`config.mk`:
```
export PLATFORM = sky130hd
export DESIGN_NAME = aux_window_monitor
export DESIGN_NICKNAME = d
export VERILOG_FILES = /design/src/rtl/aux_mon_pkg.sv /design/src/rtl/aux_thr_regs.sv /design/src/rtl/aux_window_cmp.sv /design/src/rtl/aux_status_flags.sv /design/src/rtl/aux_window_monitor.sv
export SDC_FILE = /design/constraint.sdc
export NUM_CORES = 1
export LEC_CHECK = 0
export CAP_MARGIN = 0
export CORE_MARGIN = 2
export CORE_UTILIZATION = 25
export CTS_CLUSTER_SIZE = 24
export DETAILED_ROUTE_END_ITERATION = 16
export MAX_ROUTING_LAYER = met4
export PLACE_DENSITY = 0.49
export SLEW_MARGIN = 10
export SYNTH_ARGS = -nofsm -noshare
export SYNTH_HDL_FRONTEND = slang
export SYNTH_SLANG_ARGS = --single-unit
```
`constraint.sdc`:
```
create_clock -name clk -period 3.4 [get_ports clk]
set_input_delay 1.02 -clock clk [delete_from_list [all_inputs] [get_ports clk]]
set_output_delay 1.02 -clock clk [all_outputs]
set_load 0.05 [all_outputs]
```
`src/rtl/aux_mon_pkg.sv`:
```
package aux_mon_pkg;
  typedef enum logic {
    SEL_THR = 1'b0,
    SEL_IEN = 1'b1
  } reg_sel_e;

  localparam int FLAG_UNDER = 0;
  localparam int FLAG_OVER  = 1;
  localparam int NUM_FLAGS  = 2;
endpackage

```
`src/rtl/aux_thr_regs.sv`:
```
module aux_thr_regs
  import aux_mon_pkg::*;
#(
  parameter int SAMPLE_W = 8,
  localparam int REG_W   = 2 * SAMPLE_W
) (
  input  logic                 clk,
  input  logic                 rst_n,
  input  logic                 reg_wr,
  input  reg_sel_e             reg_sel,
  input  logic [REG_W-1:0]     reg_wdata,
  input  logic                 adc_en,
  output logic [SAMPLE_W-1:0]  thr_hi,
  output logic [SAMPLE_W-1:0]  thr_lo,
  output logic [NUM_FLAGS-1:0] ien
);
  logic thr_req;
  logic thr_load;
  logic thr_blocked;
  logic ien_load;

  assign thr_req     = reg_wr && (reg_sel == SEL_THR);
  assign thr_load    = thr_req && !adc_en;
  assign thr_blocked = thr_req && adc_en;
  assign ien_load    = reg_wr && (reg_sel == SEL_IEN);

  always_ff @(posedge clk or negedge rst_n) begin
    if (!rst_n) begin
      thr_hi <= '0;
      thr_lo <= '0;
    end else if (thr_load) begin
      thr_hi <= reg_wdata[REG_W-1:SAMPLE_W];
      thr_lo <= reg_wdata[SAMPLE_W-1:0];
    end
  end

  always_ff @(posedge clk or negedge rst_n) begin
    if (!rst_n) ien <= '0;
    else if (ien_load) ien <= reg_wdata[NUM_FLAGS-1:0];
  end


  thr_lock_chk: assert property (@(posedge clk) disable iff (!rst_n)
    thr_blocked |=> $stable({thr_hi, thr_lo}));


  thr_load_chk: assert property (@(posedge clk) disable iff (!rst_n)
    thr_load |=> ({thr_hi, thr_lo} == $past(reg_wdata)));
endmodule

```
`src/rtl/aux_window_cmp.sv`:
```
module aux_window_cmp
  import aux_mon_pkg::*;
#(
  parameter int SAMPLE_W = 8
) (
  input  logic                 clk,
  input  logic                 rst_n,
  input  logic                 sample_vld,
  input  logic [SAMPLE_W-1:0]  sample,
  input  logic [SAMPLE_W-1:0]  thr_hi,
  input  logic [SAMPLE_W-1:0]  thr_lo,
  output logic [NUM_FLAGS-1:0] hit
);
  function automatic logic above(input logic [SAMPLE_W-1:0] val,
                                 input logic [SAMPLE_W-1:0] lim);
    return val > lim;
  endfunction

  function automatic logic below(input logic [SAMPLE_W-1:0] val,
                                 input logic [SAMPLE_W-1:0] lim);
    return val < lim;
  endfunction

  logic over_evt;
  logic under_evt;

  assign over_evt  = sample_vld && above(sample, thr_hi);
  assign under_evt = sample_vld && below(sample, thr_lo);

  always_comb begin
    hit             = '0;
    hit[FLAG_OVER]  = over_evt;
    hit[FLAG_UNDER] = under_evt;
  end


  no_hit_idle_chk: assert property (@(posedge clk) disable iff (!rst_n)
    !sample_vld |-> (hit == '0));


  eq_no_hit_chk: assert property (@(posedge clk) disable iff (!rst_n)
    (sample == thr_hi && sample == thr_lo) |-> (hit == '0));
endmodule

```
`src/rtl/aux_status_flags.sv`:
```
module aux_status_flags
  import aux_mon_pkg::*;
(
  input  logic                 clk,
  input  logic                 rst_n,
  input  logic [NUM_FLAGS-1:0] hit,
  input  logic                 stat_rd,
  input  logic [NUM_FLAGS-1:0] ien,
  output logic [NUM_FLAGS-1:0] flags,
  output logic                 irq
);
  for (genvar i = 0; i < NUM_FLAGS; i++) begin : g_flag
    logic flag_q;
    always_ff @(posedge clk or negedge rst_n) begin
      if (!rst_n)        flag_q <= 1'b0;
      else if (hit[i])   flag_q <= 1'b1;
      else if (stat_rd)  flag_q <= 1'b0;
    end
    assign flags[i] = flag_q;


    flag_set_chk: assert property (@(posedge clk) disable iff (!rst_n)
      hit[i] |=> flags[i]);


    flag_hold_chk: assert property (@(posedge clk) disable iff (!rst_n)
      (flags[i] && !stat_rd) |=> flags[i]);


    flag_clr_chk: assert property (@(posedge clk) disable iff (!rst_n)
      (stat_rd && !hit[i]) |=> !flags[i]);
  end

  assign irq = |(flags & ien);


  irq_fall_chk: assert property (@(posedge clk) disable iff (!rst_n)
    $fell(irq) |-> ($past(stat_rd) || !$stable(ien)));
endmodule

```
`src/rtl/aux_window_monitor.sv`:
```
module aux_window_monitor
  import aux_mon_pkg::*;
#(
  parameter int SAMPLE_W = 8,
  localparam int REG_W   = 2 * SAMPLE_W
) (
  input  logic                 clk,
  input  logic                 rst_n,
  input  logic                 reg_wr,
  input  logic                 reg_sel,
  input  logic [REG_W-1:0]     reg_wdata,
  input  logic                 adc_en,
  input  logic                 sample_vld,
  input  logic [SAMPLE_W-1:0]  sample,
  input  logic                 stat_rd,
  output logic [NUM_FLAGS-1:0] stat_rdata,
  output logic                 irq
);
  logic [SAMPLE_W-1:0]  thr_hi;
  logic [SAMPLE_W-1:0]  thr_lo;
  logic [NUM_FLAGS-1:0] ien;
  logic [NUM_FLAGS-1:0] hit;
  logic [NUM_FLAGS-1:0] flags;

  aux_thr_regs #(.SAMPLE_W(SAMPLE_W)) u_regs (
    .clk       (clk),
    .rst_n     (rst_n),
    .reg_wr    (reg_wr),
    .reg_sel   (reg_sel_e'(reg_sel)),
    .reg_wdata (reg_wdata),
    .adc_en    (adc_en),
    .thr_hi    (thr_hi),
    .thr_lo    (thr_lo),
    .ien       (ien)
  );

  aux_window_cmp #(.SAMPLE_W(SAMPLE_W)) u_cmp (
    .clk        (clk),
    .rst_n      (rst_n),
    .sample_vld (sample_vld),
    .sample     (sample),
    .thr_hi     (thr_hi),
    .thr_lo     (thr_lo),
    .hit        (hit)
  );

  aux_status_flags u_status (
    .clk     (clk),
    .rst_n   (rst_n),
    .hit     (hit),
    .stat_rd (stat_rd),
    .ien     (ien),
    .flags   (flags),
    .irq     (irq)
  );

  assign stat_rdata = flags;


  rd_race_keep_chk: assert property (@(posedge clk) disable iff (!rst_n)
    (stat_rd && hit[FLAG_OVER]) |=> stat_rdata[FLAG_OVER]);


  irq_idle_chk: assert property (@(posedge clk) disable iff (!rst_n)
    (stat_rdata == '0) |-> !irq);
endmodule

```
Word-level counts from Yosys, hierarchy flattened
Cells that the tools add are included.
- flip-flop bits (word level): 20
- output and inout bits: 3
- logic and storage cells: 21
- order comparisons: 2
- muxes and demuxes: 3
- bitwise logic cells: 2
- reduce and logical (&&, ||, !) cells: 9
- operators with widths (cell ; count):
    8-bit > comparator ; 1
    8-bit less-than comparator ; 1
    1-bit logical AND ; 5
    2-bit nonzero test ; 2
    1-bit two-way mux ; 3
    2-bit AND ; 1
    2-bit OR reduction ; 1
    1-bit zero test ; 1
    1-bit inverter ; 1

Logic depth before layout (Yosys ltp)
- depth in word-level cells: 3
- gate-level depth with buffers: 6

Modules after synthesis
A second synthesis with hierarchy kept.
- cells, all modules: 100
- area, all modules: 1172.4 um2
- by module, submodules not included (module ; instances ; cells each ; area an instance (um2)):
    aux_thr_regs ; 1 ; 39 ; 690.7
    aux_window_cmp ; 1 ; 53 ; 387.9
    aux_status_flags ; 1 ; 8 ; 93.8

Worst setup path after synthesis
No wires, ideal clock.
- path kind: input -> register
- from: input port sample[1]
- to: register u_status.g_flag[1].flag_q
- arrival: 1.904 ns
- data required time: 3.276 ns
- path slack: 1.372 ns
- cell stages on the path: 5
- buffers on the path: 0
- cell sequence: ha_1 > nor2b_1 > o211ai_1 > a211oi_1 > a211o_1
- word-level cells in the longest chain between the ends: 3
- elaborated cells on any way between the ends: 4
- classes of those cells: 1 x order compare; 1 x mux; 2 x reduce/logical
- ends and longest elaborated chain (item ; line ; source):
    start: declaration ; aux_window_monitor.sv:14 ; input logic [SAMPLE_W-1:0] sample,
    8-bit > comparator (*) ; aux_window_cmp.sv:16 ; return val > lim;
    1-bit logical AND (*) ; aux_window_cmp.sv:27 ; assign over_evt = sample_vld && above(sample, thr_hi);
    1-bit two-way mux or 2-bit nonzero test (tied branches) ; n/a ;
    end signal: assignment ; aux_status_flags.sv:15 ; if (!rst_n) flag_q <= 1'b0;
    end signal: assignment ; aux_status_flags.sv:16 ; else if (hit[i]) flag_q <= 1'b1;
    end signal: assignment ; aux_status_flags.sv:17 ; else if (stat_rd) flag_q <= 1'b0;
    end: declaration ; aux_status_flags.sv:13 ; logic flag_q;
Every way passes the cells marked *; elsewhere a longest branch is shown, timed or not.
A chain may end at the register's enable or synchronous reset.

Final worst setup path
- from: register u_status.g_flag[0].flag_q
- to: output port irq
- word-level cells in the longest chain between the ends: 2
- ends and longest elaborated chain (item ; line ; source):
    start: declaration ; aux_status_flags.sv:13 ;
    start signal: assignment ; aux_status_flags.sv:15 ;
    start signal: assignment ; aux_status_flags.sv:16 ;
    start signal: assignment ; aux_status_flags.sv:17 ;
    2-bit AND ; aux_status_flags.sv:34 ; assign irq = |(flags & ien);
    2-bit OR reduction ; aux_status_flags.sv:34 ;
    end: declaration ; aux_window_monitor.sv:17 ; output logic irq
No other way between the ends.

==> results.cfg <==
[sta]
setup_ws_ps = 790
finalCritPeriodShare_pct = 76.8
setup_viol = 0
max_slew_margin_pct = 39.9
rsz0062_at_grt = no
maxSlewViolCount = 0
fin_skew_ps = 4.43
tightest_slew_ps = 898
fin_setup_tns_ps = 0
fmax_mhz = 383
hold_viol = 0
finalCriticalPeriod_ps = 2610

[placement]
dp_hpwl_um = 1960
dpl.cell_count = 197
portBuffers = 33
pre_cts_ws_ps = 824
gp_congestion = 0.785

[clock_tree]
numCtsBuffers = 3
cts_tree = done
cts.sinks = 20
cts_root_buffer = clkbuf_8
post_cts_resized = 0
clock_path_buffers = 2
clk_latency_ps = 250
cts_setup_buffers = 0
hold_buffers = 0
cts.clk_slew.worst_paths_ps = 70
htree_num_levels = 1

[critical_path]
r2r_setup_slack_ps = 1950
crit_path_start_kind = flop
cp_max_fo = 3
crit_path_end_kind = output pin
r2r-start = u_regs.thr_hi[7]$_DFFE_PN0P_
path_class = reg2out
rr_worst_depth = 6
crit_required_ps = 2380
crit_arrival_ps = 1590
reg2reg_to = u_status.g_flag[1].flag_q$_DFFE_PN0P_

[finish]
seq_area_sq_um = 500
multi_input_area_sq_um = 533
syn2layout_area_growth_pct = 37.8
antennaDiodeCount = 0
instances_no_fill = 201
nFillCells = 445
nets = 196
drive_above_1_share_pct = 6.71

[drt]
met3_wirelength_um = 98
drt_iter0_markers = 16
wl_met2_um = 1180
wl_met1_um = 1080
drt_wl_total_um = 2380
num_vias = 888
routedWlPerCell_um = 11.8
ant_nets = 0
vias_per_cell = 4.42
top_layer_used = met4
drc = 0
firstDrtPassIters = 3

[hold_path]
holdCritPathClass = reg2reg
min_path_cells = 1
worstHoldStart = u_regs.thr_hi[0]$_DFFE_PN0P_
whs_endpoint = u_regs.thr_hi[0]$_DFFE_PN0P_

[global_route]
grt_max_degree = 31
overflow = 0
grt_pass1_vias = 936
grt_pass1_wl_um = 3990
antenna_found_initial = 0
grtUsageTotal_pct = 10.1

[synth]
yosysMostFrequentCell = dfrtp_1
synthArstFlopShare_pct = 100
synth_common_cells = 20 x dfrtp_1, 17 x inv_1, 16 x o21ai_0, 15 x ha_1, 15 x nand2_1
ys_seq_elements = 20
ys_types = 24
syn-num-nets = 162
synth_area_per_cell_sq_um = 9.73
synthTopCellsByArea = dfrtp_1 44%, ha_1 17%, o21ai_0 7.1%
ys_seq_area_share_pct = 44.3
synth_top_area_cell = dfrtp_1
synth.cell_area_sq_mm = 0.00113
yosysWarnings = 0
ys.flop_type = dfrtp_1
synth_cells = 116
synth_top_area_share_pct = 44.3
synth_edf_count = 0

[die]
core_area_sq_mm = 0.00435
start_util_pct = 25.9
dieHeight_um = 71.2
rows = 24
chipWidth_um = 71.2
io_pins = 34
die_area_sq_mm = 0.00507

[power]
peakVddDrop_mv = 0.136
p_leak_nw = 0.709
p_per_area_mw_per_mm2 = 445

[flow_run]
maxCapViolCount = 0

[outcome]
status = finished clean
==> final cells by class <==
| class | instances | share of cell area, % |
|---|---|---|
| timing repair buffer | 34 | 21.7 |
| sequential | 20 | 32.2 |
| inverter | 17 | 4.10 |
| multi-input combinational | 74 | 34.3 |
| tap | 52 | 4.18 |
| clock buffer | 4 | 3.54 |
==> registers in the layout (all words and copies together), names as in the netlist <==
name and flops:
u_regs.ien 2, u_regs.thr_hi 8, u_regs.thr_lo 8, u_status.g_flag.flag_q 2
==> cell families after synthesis <==
logic type	synth area share, %
AOI/OAI and AO/OA	15.6
muxes	3.99
DFF	44.3
and+or+nand+nor	11.0
buffers and inverters	8.42
adders and majority gates	16.6
==> how the worst max path moves through the flow <==
| stage | startpoint | cells after the start | endpoint |
|---|---|---|---|
| after floorplan | sample[1] | 5 | u_status.g_flag[1].flag_q$_DFFE_PN0P_ |
| after global placement | sample[7] | 6 | u_status.g_flag[1].flag_q$_DFFE_PN0P_ |
| after detailed placement | sample[7] | 6 | u_status.g_flag[1].flag_q$_DFFE_PN0P_ |
| after CTS | u_status.g_flag[0].flag_q$_DFFE_PN0P_ | 2 | irq |
| after global routing | u_status.g_flag[0].flag_q$_DFFE_PN0P_ | 2 | irq |
| final | u_status.g_flag[0].flag_q$_DFFE_PN0P_ | 2 | irq |
==> worst max-delay path, cell delays in order, from the launching register on <==
cell and delay [ps]:
dfrtp_1 410, a22o_1 230, clkdlybuf4s50_1 690
==> per-stage QoR <==
| step | util (%) | hold slack [ps] | total power [mW] | instance area (sq um) |
|---|---|---|---|---|
| 3_3_place_gp | 34.5 | 494 | 0.521 | 1500 |
| 2_1_floorplan | - | 480 | 0.441 | 1130 |
| 4_1_cts | 35.7 | 527 | 0.706 | 1560 |
| 5_1_grt | 35.7 | 542 | 0.742 | 1560 |
| 3_5_place_dp | 34.5 | 509 | 0.525 | 1500 |
| 6_report | 35.7 | 523 | 0.693 | 1560 |
==> per-layer routing <==
metal	global-route usage, %	up-vias
met3	2.14	2
met2	17.4	18
met4	3.14	0
li1	-	457
met1	11.8	411
met5	-	-
==> power by group <==
group          switching (mW)  total (mW)  internal, mW
Clock                  0.0738       0.177         0.103
Combinational           0.115       0.220         0.105
Sequential             0.0166       0.296         0.279
Total                   0.206       0.693         0.487
==> layout by cell type (no fill, tap or decap), types with 4 or more instances in the layout <==
| cell | n |
|---|---|
| a21oi_1 | 4 |
| nand2_1 | 15 |
| inv_1 | 17 |
| mux2_2 | 4 |
| dfrtp_1 | 20 |
| ha_1 | 15 |
| o21ai_0 | 16 |
| clkbuf_8 | 4 |
| clkdlybuf4s50_1 | 33 |
Note: power is estimated with default switching activity, not from simulation.
